`src/rtl/rail_sequencer.sv`:
```
module rail_sequencer #(
  parameter int          NRAIL     = 4,
  parameter int          STEP_UNIT = 1024,
  parameter int          HOLD_CYC  = 4096,
  parameter logic [7:0]  TMO_RESET = 8'd200,
  parameter logic [7:0]  VERSION   = 8'h03,
  parameter int          ADDR_W    = 4
) (
  input  logic              clk,
  input  logic              rst_n,
  input  logic [ADDR_W-1:0] bus_addr,
  input  logic              bus_wr,
  input  logic [7:0]        bus_wdata,
  output logic [7:0]        bus_rdata,
  input  logic [NRAIL-1:0]  pg_in,
  output logic [NRAIL-1:0]  rail_en
);

  localparam int IW = (NRAIL > 1) ? $clog2(NRAIL) : 1;
  localparam int TW = 9 + $clog2(STEP_UNIT);
  localparam int HW = $clog2(HOLD_CYC + 1);
  localparam logic [IW-1:0] LAST = IW'(NRAIL - 1);
  localparam logic [NRAIL-1:0] ALL_ON = {NRAIL{1'b1}};

  localparam logic [ADDR_W-1:0] A_VER  = ADDR_W'(4'h0);
  localparam logic [ADDR_W-1:0] A_CTRL = ADDR_W'(4'h6);
  localparam logic [ADDR_W-1:0] A_TMO  = ADDR_W'(4'h8);
  localparam logic [ADDR_W-1:0] A_STAT = ADDR_W'(4'hA);
  localparam logic [ADDR_W-1:0] A_FAIL = ADDR_W'(4'hB);

  typedef enum logic [2:0] {S_OFF, S_RAMP, S_ON, S_DOWN, S_HOLD, S_FAULT} st_t;

  st_t              state;
  logic [IW-1:0]    idx;
  logic [TW-1:0]    tcnt;
  logic [HW-1:0]    hcnt;
  logic             ctrl_en;
  logic [7:0]       tmo_q;
  logic             alarm_q;
  logic [NRAIL-1:0] fail_q;

  logic [TW-1:0] limit, step_next;
  logic          expire;

  assign limit     = TW'(tmo_q) * TW'(STEP_UNIT);
  assign step_next = tcnt + TW'(1);
  assign expire    = step_next >= limit;

  always_ff @(posedge clk) begin
    if (!rst_n) begin
      state   <= S_OFF;
      idx     <= '0;
      tcnt    <= '0;
      hcnt    <= '0;
      rail_en <= '0;
      alarm_q <= 1'b0;
      fail_q  <= '0;
      ctrl_en <= 1'b0;
      tmo_q   <= TMO_RESET;
    end else begin
      if (bus_wr && bus_addr == A_CTRL) ctrl_en <= bus_wdata[0];
      if (bus_wr && bus_addr == A_TMO)  tmo_q   <= bus_wdata;

      case (state)
        S_OFF: begin
          if (ctrl_en) begin
            state   <= S_RAMP;
            idx     <= '0;
            tcnt    <= '0;
            rail_en <= NRAIL'(1);
          end
        end
        S_RAMP: begin
          if (!ctrl_en) begin
            state <= S_DOWN;
          end else if (pg_in[idx]) begin
            tcnt <= '0;
            if (idx == LAST) begin
              state <= S_ON;
            end else begin
              idx     <= idx + IW'(1);
              rail_en <= rail_en | (NRAIL'(2) << idx);
            end
          end else if (expire) begin
            state   <= S_FAULT;
            alarm_q <= 1'b1;
            fail_q  <= NRAIL'(1) << idx;
            rail_en <= '0;
          end else begin
            tcnt <= step_next;
          end
        end
        S_ON: begin
          if (!ctrl_en) begin
            state <= S_DOWN;
            idx   <= LAST;
          end else if (pg_in != ALL_ON) begin
            state   <= S_FAULT;
            alarm_q <= 1'b1;
            fail_q  <= ~pg_in;
            rail_en <= '0;
          end
        end
        S_DOWN: begin
          rail_en <= rail_en & ~(NRAIL'(1) << idx);
          if (idx == '0) begin
            state <= S_HOLD;
            hcnt  <= '0;
          end else begin
            idx <= idx - IW'(1);
          end
        end
        S_HOLD: begin
          if (hcnt == HW'(HOLD_CYC - 1)) state <= S_OFF;
          else                           hcnt  <= hcnt + HW'(1);
        end
        S_FAULT: begin
          if (!ctrl_en) begin
            alarm_q <= 1'b0;
            fail_q  <= '0;
            state   <= S_HOLD;
            hcnt    <= '0;
          end
        end
        default: state <= S_OFF;
      endcase
    end
  end

  always_comb begin
    case (bus_addr)
      A_VER:   bus_rdata = VERSION;
      A_CTRL:  bus_rdata = {7'd0, ctrl_en};
      A_TMO:   bus_rdata = tmo_q;
      A_STAT:  bus_rdata = 8'({alarm_q, pg_in});
      A_FAIL:  bus_rdata = 8'(fail_q);
      default: bus_rdata = 8'd0;
    endcase
  end

endmodule

```
`config.mk`:
```
export PLATFORM = sky130hd
export DESIGN_NAME = rail_sequencer
export DESIGN_NICKNAME = d
export VERILOG_FILES = /design/src/rtl/rail_sequencer.sv
export SDC_FILE = /design/constraint.sdc
export NUM_CORES = 1
export LEC_CHECK = 0
export ABC_AREA = 1
export CAP_MARGIN = 20
export CORE_MARGIN = 2
export CORE_UTILIZATION = 60
export DETAILED_ROUTE_END_ITERATION = 8
export PLACE_DENSITY = 0.83
export SYNTH_ARGS = -nofsm -noshare
export SYNTH_HDL_FRONTEND = slang
export SYNTH_SLANG_ARGS = --single-unit
```
`constraint.sdc`:
```
create_clock -name clk -period 5.04 [get_ports clk]
set_input_delay 0.504 -clock clk [delete_from_list [all_inputs] [get_ports clk]]
set_output_delay 0.504 -clock clk [all_outputs]
set_load 0.02 [all_outputs]
```
; Word-level counts from Yosys, hierarchy flattened
; Index checks and enable logic that the tools add are counted.
[word_totals]
out_inout_bits = 12
elab_cells = 120
register_bits = 55
inputBits = 19
[classes]
muxes = 52
n_eq_ne = 32
n_reduce_logical = 15
magnitude_cmp = 2
shift = 2
bitwise = 4
n_addsub = 4
[ops]
columns = cell, n
row1 = $mux 19, 4
row2 = $mux 4, 13
row3 = $pmux 8 s5, 1
row4 = $mux 13, 3
row5 = $pmux 13 s3, 1
row6 = $pmux 19 s2, 1
row7 = $mux 3, 10
row8 = $ne 2x2->1 const B, 14
row9 = $reduce_and 7->1, 4
row10 = $add 19x1->19 const B, 1
row11 = $ge 19x18->1, 1
row12 = $pmux 3 s6, 1
row13 = $pmux 4 s4, 1
row14 = $add 13x1->13 const B, 1
row15 = $eq 13x12->1 const B, 1
row16 = $eq 4x4->1 const B, 3
row17 = $mux 2, 6
row18 = $ne 3x3->1 const B, 4
row19 = $ne 4x4->1 const B, 3
row20 = $pmux 4 s3, 1
row21 = $not 4->4, 2
row22 = $pmux 2 s4, 1
row23 = $reduce_and 4->1, 2
row24 = $mux 1, 7
row25 = other kinds (21), 25

; Depth between registers and ports, before layout
[logic_depth]
depth_word = 6
mapped_depth = 24

; Least setup slack after synthesis
; No wires, ideal clock.
[synth_path]
kind = register to register
from = register tcnt[0]
to = register tcnt[10]
setup_slack_ps = 2213
t_required_ps = 4970
path_stages_with_launch = 25
period_less_slack_ps = 2827
t_arrival_ps = 2757
cell_sequence = dfxtp_1 > ha_1 > nand2_1 > nor2_1 > nand2_1 > nor2_1 > nand2_1 > xor2_1 > inv_1 > ha_1 > nand4_1 > nor2_1 > nand3_1 > nor2_1 > nand2_1 > nand2_1 > nand2_1 > nand2_2 > nand2_1 > nand2_2 > nand2_4 > nand2_4 > buf_6 > nand2_1 > a21oi_2
[synth_between]
elab_chain_len = 5
elab_cells_between_ends = 8
[synth_lines]
columns = element, line_no
row1 = from (decl), 35  ; logic [TW-1:0] tcnt;
row2 = from (signal assigned), 90  ; tcnt <= step_next;
row3 = $add 19x1->19 (*), 46  ; assign step_next = tcnt + TW'(1);
row4 = "parallel branches: the longest is 4 deep, another holds $ge 19x18->1", n/a
; Mark *: on every way between the ends. The select of a mux whose other input is x is not followed.
; A chain may end at the register's enable or synchronous reset.

; Worst setup path in the final report
[layout_path]
from = register tcnt[0]
to = register state[2]
[layout_between]
elab_chain_len = 4
[layout_lines]
columns = element, line_no
row1 = $add 19x1->19, 46
row2 = $ge 19x18->1, 47  ; assign expire = step_next >= limit;
row3 = $ne 4x4->1 (no line), n/a
row4 = $reduce_and 7->1 (no line), n/a
row5 = to (signal assigned), 51  ; state <= S_OFF;
row6 = to (signal assigned), 67  ; state <= S_RAMP;
row7 = to (signal assigned), 75  ; state <= S_DOWN;
row8 = to (decl), 33  ; st_t state;
; No other way between the ends.

==> results.py <==
metrics = {
    "status": {
        "status": "complete, no violations",
    },
    "sta": {
        "fin_crit_ns": 3.44,
        "rsz0062_at_grt": "no",
        "finalCritPeriodShare": 0.683,
        "timing_worst_slew_pin_value_ns": 0.819,
        "slew_headroom": 0.453,
        "setup_viol_count_final": 0,
        "hold_viol_final": 0,
        "maxSlewViolCount": 0,
        "skew_ns": 0.0129,
        "setup_tns_ns": 0,
        "max_freq_ghz": 0.291,
    },
    "place": {
        "io_buffers": 30,
        "placed_cell_area_sq_um": 3710,
        "dp_cells": 610,
        "gp_congestion": 0.889,
        "hpwl_um": 6150,
    },
    "routing": {
        "drc_errors": 0,
        "viasPerCell": 5.57,
        "drt_iter0_markers": 221,
        "via_count": 3443,
        "wl_per_cell_um": 13.1,
        "drt-total-wl_um": 8090,
        "drt_pre_antenna_iters": 5,
        "antenna_left": 0,
    },
    "worst_setup_path": {
        "critPathTopFamily": "simple AND/OR/NAND/NOR gates",
        "r2r_end": "state[2]",
        "slowest_stage": "dfxtp_1",
        "worstPathRequired_ns": 5.24,
        "path_buf_inv": 3,
        "reg2reg_slack_ns": 1.60,
        "cp.arrival_ns": 3.64,
        "cp-end-kind": "flop",
        "crit_type": "flop to flop",
        "startpoint_type": "flop",
        "slowest_delay_ns": 0.45,
        "worstPathMaxFanout": 17,
        "crit_top_cell": "nand2_1",
        "crit_chain": "ha_1 > nand2_1 > nor2_1 > nand2_1 > nor2_1 > nand2_1 > nor2_1 > xor2_1 > ha_1 > nand2_1 > inv_1 > nand2_1 > nand3b_1 > a21oi_1 > nand2_2 > inv_2 > nand2_1 > nand2_1 > inv_1 > nor2_1 > nor2_1",
        "reg2reg_depth": 21,
        "r2r-start": "tcnt[0]",
    },
    "yosys": {
        "synth.distinct_cells": 37,
        "syn_avg_cell_area_sq_um": 6.51,
        "ys_ff_latch": 55,
        "synth_area_sq_um": 3360,
        "ys_seq_area_frac": 0.328,
        "syn-instance-count": 516,
        "ys_warn_count": 0,
        "syn-num-nets": 545,
    },
    "global_routing": {
        "grt_pass1_wl_um": 14000,
        "antenna_found_initial": 0,
        "grt_pass1_vias": 3335,
        "grt_usage": 0.273,
        "grt_start_max_net_pins": 26,
        "gr-total-overflow": 0,
    },
    "cts": {
        "cts_setup_buffers": 0,
        "cts_resized": 0,
        "clkLatencyLatePin_ns": 0.31,
        "path_clk_slew_ns": 0.10,
        "clockBufferDepth": 2,
        "cts_root_buffer": "clkbuf_8",
        "cts_htree_levels": 2,
        "cts.sinks": 55,
        "cts_buffers": 5,
        "ctsHoldBuffers": 0,
        "cts_tree": "yes",
    },
    "floorplanning": {
        "die-area_sq_um": 6210,
        "initial_core_util": 0.617,
        "die_h_um": 78.8,
        "die_w_um": 78.8,
        "io_pins": 31,
        "rows": 27,
        "core_sq_um": 5440,
    },
    "final_layout": {
        "design_area_sq_um": 3810,
        "layoutNonFillerInstCount": 618,
        "drive_above_1_share": 0.0769,
        "finalNetCount": 574,
        "areaGrowthSynthToFinish_pct": 13.4,
        "diodes": 0,
    },
    "min_path": {
        "holdPathEnd": "hcnt[10]",
        "hold_start": "hcnt[10]",
        "hold_depth": 1,
        "hold_path.class": "flop to flop",
    },
    "pwr": {
        "power_density_nw_per_um2": 358,
        "power_w": 0.00136,
        "power.leakage_nw": 1.48,
        "peakVddDrop_v": 0.000290,
    },
    "job": {
        "cap_violations": 0,
    },
}
## report_power, final
part           switching (W)  internal [W]
Sequential         0.0000568      0.000492
Clock               0.000138      0.000126
Combinational       0.000360      0.000192
Total               0.000555      0.000809
## synth_stat cells
cell,number,share of area
a21oi_4,1,0.0048
nand2_2,4,0.0075
ha_1,10,0.037
nor2_2,6,0.011
nor3b_1,1,0.0022
o21bai_1,2,0.0045
or2_2,1,0.0019
nor3_1,8,0.012
nand3_1,35,0.052
a211oi_1,3,0.0067
a221oi_1,1,0.0026
clkinv_1,2,0.0022
buf_6,1,0.0034
xnor2_1,3,0.0078
nor2_1,75,0.084
nand2_1,113,0.13
a21oi_2,9,0.023
buf_2,3,0.0045
o211ai_1,5,0.011
o21ai_0,36,0.054
o21ai_2,2,0.0052
xor2_1,5,0.013
nand3b_1,2,0.0045
nor4_1,3,0.0056
a31oi_1,1,0.0019
o2111ai_1,1,0.0026
nand2_4,2,0.0067
nand4_1,13,0.024
o22ai_1,5,0.0093
or2_1,1,0.0019
nor2_4,1,0.0034
o221ai_1,3,0.0078
a21oi_1,31,0.046
dfxtp_1,55,0.33
clkbuf_1,4,0.0045
inv_2,9,0.010
inv_1,59,0.066
## layout by cell type, fill, tap and decap left out, types with 2 or more instances in the layout
cell,synthesis,final
xor2_1,5,5
inv_1,59,59
dfxtp_1,55,55
nand4_1,13,13
o22ai_1,5,5
o21bai_1,2,2
nand2_4,2,2
o21ai_2,2,2
o21ai_0,36,36
nor4_1,3,3
a21oi_1,31,31
nand2_2,4,4
nor2_1,75,75
nor3_1,8,8
o211ai_1,5,5
inv_2,9,9
clkdlybuf4s50_1,0,30
nand2_1,113,113
a21oi_2,9,9
nand3b_1,2,2
clkbuf_8,0,7
a211oi_1,3,3
clkinv_1,2,2
nor2_2,6,6
ha_1,10,10
xnor2_1,3,3
o221ai_1,3,3
nand3_1,35,35
## metrics by stage
step,utilization,setup WS [ns],hold slack (ns)
2_1_floorplan,-,2.21,0.422
3_3_place_gp,0.681,1.76,0.438
3_5_place_dp,0.681,1.71,0.445
4_1_cts,0.700,1.66,0.461
5_1_grt,0.700,1.25,0.490
6_report,0.700,1.60,0.462
## sequential cells by signal, indices dropped and copies added (netlist names)
| name | count |
|---|---|
| tcnt | 19 |
| hcnt | 13 |
| tmo_q | 8 |
| fail_q | 4 |
| rail_en | 4 |
| state | 3 |
| idx | 2 |
| alarm_q | 1 |
| ctrl_en | 1 |
## worst register-to-register path: cells and delay by family (launching register included)
family                   cells  cell delay, ns
adder cells (fa/ha/maj)      2            0.55
AO/OA/AOI/OAI                1            0.15
AND/OR/NAND/NOR             14            1.55
buffers and inverters        3            0.40
XOR/XNOR                     1            0.22
flip-flops                   1            0.45
## routing by layer
metal  wire length (um)  vias up  track usage
li1                   -     1758            -
met1               3750     1558        0.332
met2               3860      119        0.492
met3                410        8       0.0466
met4                 70        0       0.0842
met5                  0        -            0
## cell type report
| class | count | area [sq um] |
|---|---|---|
| Multi-Input combinational cell | 383 | 1950 |
| Fill cell | 492 | 1630 |
| Sequential cell | 55 | 1100 |
| Timing Repair Buffer | 30 | 300 |
| Inverter | 70 | 263 |
| Clock buffer | 8 | 100 |
| Tap cell | 72 | 90.1 |
## cells by family after synthesis
group,after synthesis,synth area share
compound gates,100,0.180
simple gates,265,0.343
flops,55,0.328
xor+xnor,8,0.0209
fa+ha+maj,10,0.0373
buf+inv,78,0.0906
## worst max-delay path by stage
stage / cells after the start / slack (ns) / from / end
global route: 21 / 1.25 / tcnt[0] / state[2]
floorplan: 24 / 2.21 / tcnt[0] / tcnt[10]
CTS: 24 / 1.66 / tcnt[0] / tcnt[2]
detailed placement: 24 / 1.71 / tcnt[0] / tcnt[2]
finish: 21 / 1.60 / tcnt[0] / state[2]
global placement: 24 / 1.76 / tcnt[0] / tcnt[2]
(Power assumes the default switching activity.)
